$ cat config.mk
export PLATFORM = sky130hd
export DESIGN_NAME = sec_tick_gen
export DESIGN_NICKNAME = d
export VERILOG_FILES = /design/src/rtl/sec_tick_pkg.sv /design/src/rtl/sec_tick_base.sv /design/src/rtl/sec_frac_accum.sv /design/src/rtl/sec_event_flag.sv /design/src/rtl/sec_tick_gen.sv
export SDC_FILE = /design/constraint.sdc
export NUM_CORES = 1
export LEC_CHECK = 0
export BUFFER_PORTS_ARGS = -buffer_cell sky130_fd_sc_hd__buf_2
export CORE_ASPECT_RATIO = 0.7
export CORE_MARGIN = 2
export CORE_UTILIZATION = 66
export DETAILED_ROUTE_END_ITERATION = 10
export PLACE_DENSITY = 0.85
export SLEW_MARGIN = 15
export SYNTH_ARGS = -nofsm -noshare
export SYNTH_HDL_FRONTEND = slang
export SYNTH_HIERARCHICAL = 1
export SYNTH_SLANG_ARGS = --single-unit
$ cat constraint.sdc
create_clock -name clk -period 4.2 [get_ports clk]
set_clock_uncertainty 0.2 [all_clocks]
set_input_delay 0.84 -clock clk [delete_from_list [all_inputs] [get_ports clk]]
set_output_delay 0.84 -clock clk [all_outputs]
set_load 0.01 [all_outputs]
$ cat src/rtl/sec_tick_pkg.sv
package sec_tick_pkg;

    // Width of a counter that holds 0 .. n-1, never less than one bit
    function automatic int unsigned cnt_width(input int unsigned n);
        cnt_width = (n <= 2) ? 1 : $clog2(n);
    endfunction

    // Registered state of the sticky event flag
    typedef struct packed {
        logic flag;
    } flag_state_t;

endpackage

$ cat src/rtl/sec_tick_base.sv
module sec_tick_base #(
    parameter int unsigned PRESCALE = 2,
    parameter int unsigned WRAP     = 256
) (
    input  logic clk,
    input  logic rst_n,
    input  logic cyc_en,
    output logic tick
);
    import sec_tick_pkg::*;

    localparam int unsigned PRE_W = cnt_width(PRESCALE);
    localparam int unsigned CNT_W = cnt_width(WRAP);
    localparam logic [PRE_W-1:0] PRE_LAST = PRE_W'(PRESCALE - 1);
    localparam logic [CNT_W-1:0] CNT_LAST = CNT_W'(WRAP - 1);

    logic             pre_wrap;
    logic [CNT_W-1:0] cnt_d, cnt_q;

    // Prescaler variant picked by the ratio; it is only ever cleared by reset
    generate
        if (PRESCALE > 1) begin : g_pre
            logic [PRE_W-1:0] pre_d, pre_q;

            always_comb begin
                pre_d = pre_q;
                if (cyc_en) begin
                    pre_d = (pre_q == PRE_LAST) ? '0 : pre_q + 1'b1;
                end
            end

            always_ff @(posedge clk) begin
                if (!rst_n) pre_q <= '0;
                else        pre_q <= pre_d;
            end

            assign pre_wrap = (pre_q == PRE_LAST);
        end else begin : g_nopre
            assign pre_wrap = 1'b1;
        end
    endgenerate

    always_comb begin
        cnt_d = cnt_q;
        if (cyc_en && pre_wrap) begin
            cnt_d = (cnt_q == CNT_LAST) ? '0 : cnt_q + 1'b1;
        end
    end

    always_ff @(posedge clk) begin
        if (!rst_n) cnt_q <= '0;
        else        cnt_q <= cnt_d;
    end

    assign tick = cyc_en && pre_wrap && (cnt_q == CNT_LAST);

endmodule

$ cat src/rtl/sec_frac_accum.sv
module sec_frac_accum #(
    parameter int unsigned ACC_W          = 24,
    parameter int unsigned TICK_LEN       = 512,
    parameter int unsigned RELOAD_DEFAULT = 1000000
) (
    input  logic             clk,
    input  logic             rst_n,
    input  logic             tick,
    input  logic             trim_wr,
    input  logic [ACC_W-1:0] trim_val,
    output logic             sec_evt
);
    localparam logic [ACC_W-1:0] STEP  = ACC_W'(TICK_LEN);
    localparam logic [ACC_W-1:0] RLD_0 = ACC_W'(RELOAD_DEFAULT);

    typedef struct packed {
        logic [ACC_W-1:0] acc;
        logic [ACC_W-1:0] trim;
    } acc_state_t;

    acc_state_t st_d, st_q;
    logic       evt_d;

    always_comb begin
        st_d  = st_q;
        evt_d = 1'b0;
        if (trim_wr) begin
            st_d.trim = trim_val;
        end
        if (tick) begin
            if (st_q.acc < STEP) begin
                // Leftover is kept; result is below trim, so modular math is exact
                evt_d    = 1'b1;
                st_d.acc = st_q.acc + st_q.trim - STEP;
            end else begin
                st_d.acc = st_q.acc - STEP;
            end
        end
    end

    always_ff @(posedge clk) begin
        if (!rst_n) begin
            st_q.acc  <= RLD_0;
            st_q.trim <= RLD_0;
        end else begin
            st_q <= st_d;
        end
    end

    assign sec_evt = evt_d;

endmodule

$ cat src/rtl/sec_event_flag.sv
module sec_event_flag (
    input  logic clk,
    input  logic rst_n,
    input  logic set_evt,
    input  logic clr,
    output logic flag
);
    import sec_tick_pkg::*;

    flag_state_t st_d, st_q;

    always_comb begin
        st_d = st_q;
        if (clr)     st_d.flag = 1'b0;
        if (set_evt) st_d.flag = 1'b1;
    end

    always_ff @(posedge clk) begin
        if (!rst_n) st_q <= '0;
        else        st_q <= st_d;
    end

    assign flag = st_q.flag;

endmodule

$ cat src/rtl/sec_tick_gen.sv
module sec_tick_gen #(
    parameter int unsigned PRESCALE       = 2,
    parameter int unsigned WRAP           = 256,
    parameter int unsigned ACC_W          = 24,
    parameter int unsigned RELOAD_DEFAULT = 1000000
) (
    input  logic             clk,
    input  logic             rst_n,
    input  logic             cyc_en,
    input  logic             trim_wr,
    input  logic [ACC_W-1:0] trim_val,
    input  logic             flag_clr,
    output logic             coarse_tick,
    output logic             sec_pulse,
    output logic             sec_flag
);
    localparam int unsigned TICK_LEN = PRESCALE * WRAP;

    logic tick_w;
    logic evt_w;

    sec_tick_base #(
        .PRESCALE (PRESCALE),
        .WRAP     (WRAP)
    ) i_base (
        .clk    (clk),
        .rst_n  (rst_n),
        .cyc_en (cyc_en),
        .tick   (tick_w)
    );

    sec_frac_accum #(
        .ACC_W          (ACC_W),
        .TICK_LEN       (TICK_LEN),
        .RELOAD_DEFAULT (RELOAD_DEFAULT)
    ) i_accum (
        .clk      (clk),
        .rst_n    (rst_n),
        .tick     (tick_w),
        .trim_wr  (trim_wr),
        .trim_val (trim_val),
        .sec_evt  (evt_w)
    );

    sec_event_flag i_flag (
        .clk     (clk),
        .rst_n   (rst_n),
        .set_evt (evt_w),
        .clr     (flag_clr),
        .flag    (sec_flag)
    );

    assign coarse_tick = tick_w;
    assign sec_pulse   = evt_w;

endmodule

==> results.py <==
metrics = {
    "run_status": {
        "status": "complete, no violations",
    },
    "layout": {
        "drive_above_1_share_pct": 11.4,
        "nNetsFinal": 644,
        "finalNonFillerCells": 650,
        "final_common_cell": "inv_1",
        "final_cell_mix": "inv_1, dfxtp_1, nand2_1, ha_1, nor2_1",
        "fin_area_um2": 4710,
        "post-route-util_pct": 75.4,
        "antenna_cells": 0,
        "nFillCells": 489,
        "syn_to_final_growth_pct": 10.1,
    },
    "placement": {
        "dp.cells": 634,
        "dpl_cell_area_um2": 4480,
        "hpwlAfterDp_um": 8580,
        "port_buffers": 31,
        "place.gp.congestion": 0.993,
    },
    "clocking": {
        "cts_buffers": 9,
        "cts_root_buf": "clkbuf_8",
        "htree_levels": 3,
        "postCtsSetupRepairBufs": 0,
        "clkLatencyLatePin_ns": 0.35,
        "cts_tree": "yes",
        "postCtsHoldBufs": 0,
        "cts_resized": 0,
        "numClockSinks": 58,
        "clk_pin_slew_ns": 0.07,
        "clk_path_buf_depth": 2,
    },
    "power_and_ir_drop": {
        "power_per_cell_area_nw_per_um2": 296,
        "irDropWorstVdd_mv": 0.270,
        "p_leak_nw": 2.09,
    },
    "worst_setup_path": {
        "reg2reg_to": "i_accum/st_q[47]",
        "endpoint": "sec_pulse",
        "arrival_ns": 2.76,
        "path_delay_family": "simple AND/OR/NAND/NOR gates",
        "path_cells": "buf_2 > nand4_4 > nor3_1 > nor4b_4 > nand3_4 > clkinv_2 > buf_2",
        "startpoint": "cyc_en",
        "crit_buf_inv": 3,
        "slowest_stage": "nor4b_4",
        "critical_path.endpoint_type": "output port",
        "worstPathRequired_ns": 3.16,
        "r2r-start": "i_accum/st_q[1]",
        "slowest_delay_ns": 0.45,
        "cp_num_cells": 7,
        "rr_worst_depth": 9,
        "critPathLaunchType": "input pin",
        "path_max_fanout": 20,
        "crit_path_frequent_cell": "buf_2",
        "worst-setup-path-type": "in2out",
        "r2r_slack_ns": 0.78,
    },
    "yosys": {
        "netlist_instances": 538,
        "ys_top_cells_by_area": "dfxtp_1, ha_1, inv_1",
        "async_reset_ff_share_pct": 0,
        "syn_area_um2": 4280,
        "synth_edf_count": 0,
        "syn_nets": 615,
        "yosys.area.top_type": "dfxtp_1",
        "yosysTopAreaCellShare_pct": 27.1,
        "synthFlopType": "dfxtp_1",
        "synth.distinct_cells": 63,
        "synth_seq_cells": 58,
        "yosys_warnings": 6,
        "synth_area_per_cell_um2": 7.95,
        "yosysSeqAreaShare_pct": 27.1,
    },
    "floorplan": {
        "rows": 24,
        "dieArea_um2": 7150,
        "io_pins": 32,
        "initial_utilization_pct": 68.5,
        "chipWidth_um": 100,
        "fp.coreArea_um2": 6250,
        "die_h_um": 71.4,
    },
    "sta": {
        "tightest_slew_ns": 0.866,
        "timing.fmax_ghz": 0.263,
        "period_minus_slack_ns": 3.80,
        "finalHoldViolations": 0,
        "relSlewSlack_pct": 42.0,
        "finalSetupTns_ns": 0,
        "setup_viol": 0,
        "period_share_pct": 90.6,
        "rsz0062_at_grt": "no",
        "slew_viol_final": 0,
    },
    "grt": {
        "antenna_found_initial": 0,
        "grt_pass1_wl_um": 18500,
        "grt-ovfl-total": 0,
        "grt_max_degree": 31,
        "track_usage_pct": 33.4,
        "grt_pass1_vias": 3764,
    },
    "routing": {
        "avgRoutedWirePerCell_um": 17.7,
        "route.detailed.drc": 0,
        "drt.antenna.violating_nets": 0,
        "dr.first_iter.drc_count": 441,
        "wl_met1_um": 5380,
        "wl_met2_um": 4800,
        "top_layer": "met4",
        "drt-vias-per-instance": 6.35,
        "drt_pass1_iterations": 5,
        "vias": 4126,
        "wl_met3_um": 1180,
        "wl_um": 11500,
    },
    "run": {
        "timing.max_cap.violations": 0,
    },
    "worst_hold_path": {
        "min-delay-start": "i_accum/st_q[29]",
        "hold_path.class": "reg2reg",
    },
}
[cells by family (layout without fill, tap and decap cells)]
kind of cell	count (synthesis)	in the layout	synth area share, %
and+or+nand+nor	179	179	22.6
AOI/OAI and AO/OA	135	135	20.4
buffers and inverters	80	114	7.25
DFF	58	58	27.1
adders and majority gates	48	48	14.2
muxes	22	22	5.18
xor gates and xnor gates	16	16	3.28
[cells in the mapped netlist, types with 9 or more instances]
cell type / number
inv_1: 62
nand2_1: 50
nand3_1: 20
clkbuf_1: 11
ha_1: 47
nand4_1: 9
o21ai_0: 28
nor2_1: 44
o211ai_1: 14
nor3_1: 14
mux2i_1: 21
xnor2_1: 12
dfxtp_1: 58
a21oi_1: 39
a21o_1: 10
[where the power goes]
group | leakage [nW] | internal, mW | switching, mW
sequential | 0.473 | 0.566 | 0.00984
clock | 0.110 | 0.339 | 0.257
combinational | 1.50 | 0.0877 | 0.137
[cell type report]
type | instances | area [µm²] | share of cell area [%]
Clock inverter | 7 | 103 | 2.18
Tap cell | 78 | 97.6 | 2.07
Clock buffer | 9 | 124 | 2.63
Sequential cell | 58 | 1160 | 24.6
Multi-Input combinational cell | 400 | 2810 | 59.6
Inverter | 64 | 241 | 5.13
Timing Repair Buffer | 34 | 178 | 3.77
[per-layer routing]
layer | vias up | global-route usage, %
li1 | 1979 | -
met1 | 1921 | 48.9
met2 | 205 | 49.7
met3 | 21 | 7.80
met4 | 0 | 8.52
met5 | - | 0
[sequential cells by signal (all words and copies together), names as in the netlist]
register and cells:
i_accum/st_q 48, i_base/cnt_q 8, i_base/g_pre.pre_q 1, i_flag/flag 1
[worst min path at each step]
stage	endpoint	slack [ns]	depth (start not counted)
final	i_accum/st_q[29]	0.26	2
after detailed placement	i_accum/st_q[29]	0.25	2
after floorplan	i_accum/st_q[28]	0.24	2
after global placement	i_accum/st_q[29]	0.25	2
after CTS	i_accum/st_q[29]	0.26	2
after global routing	i_accum/st_q[24]	0.29	2
[per-stage QoR]
step,hold slack (ns),power [mW],setup slack (ns)
floorplan,0.236,0.741,0.721
global placement,0.246,0.797,0.480
detailed placement,0.253,0.805,0.453
CTS,0.261,1.40,0.454
global route,0.293,1.45,0.289
finish,0.261,1.40,0.397
[worst register-to-register path, stage by stage (launching register included)]
cell,delay (ns)
dfxtp_1,0.32
ha_1,0.29
ha_1,0.23
fa_1,0.42
a21oi_1,0.27
o22ai_1,0.21
o311a_1,0.40
o21ai_0,0.60
a211oi_1,0.16
a21boi_0,0.16
Note: power is estimated with default switching activity, not from simulation.
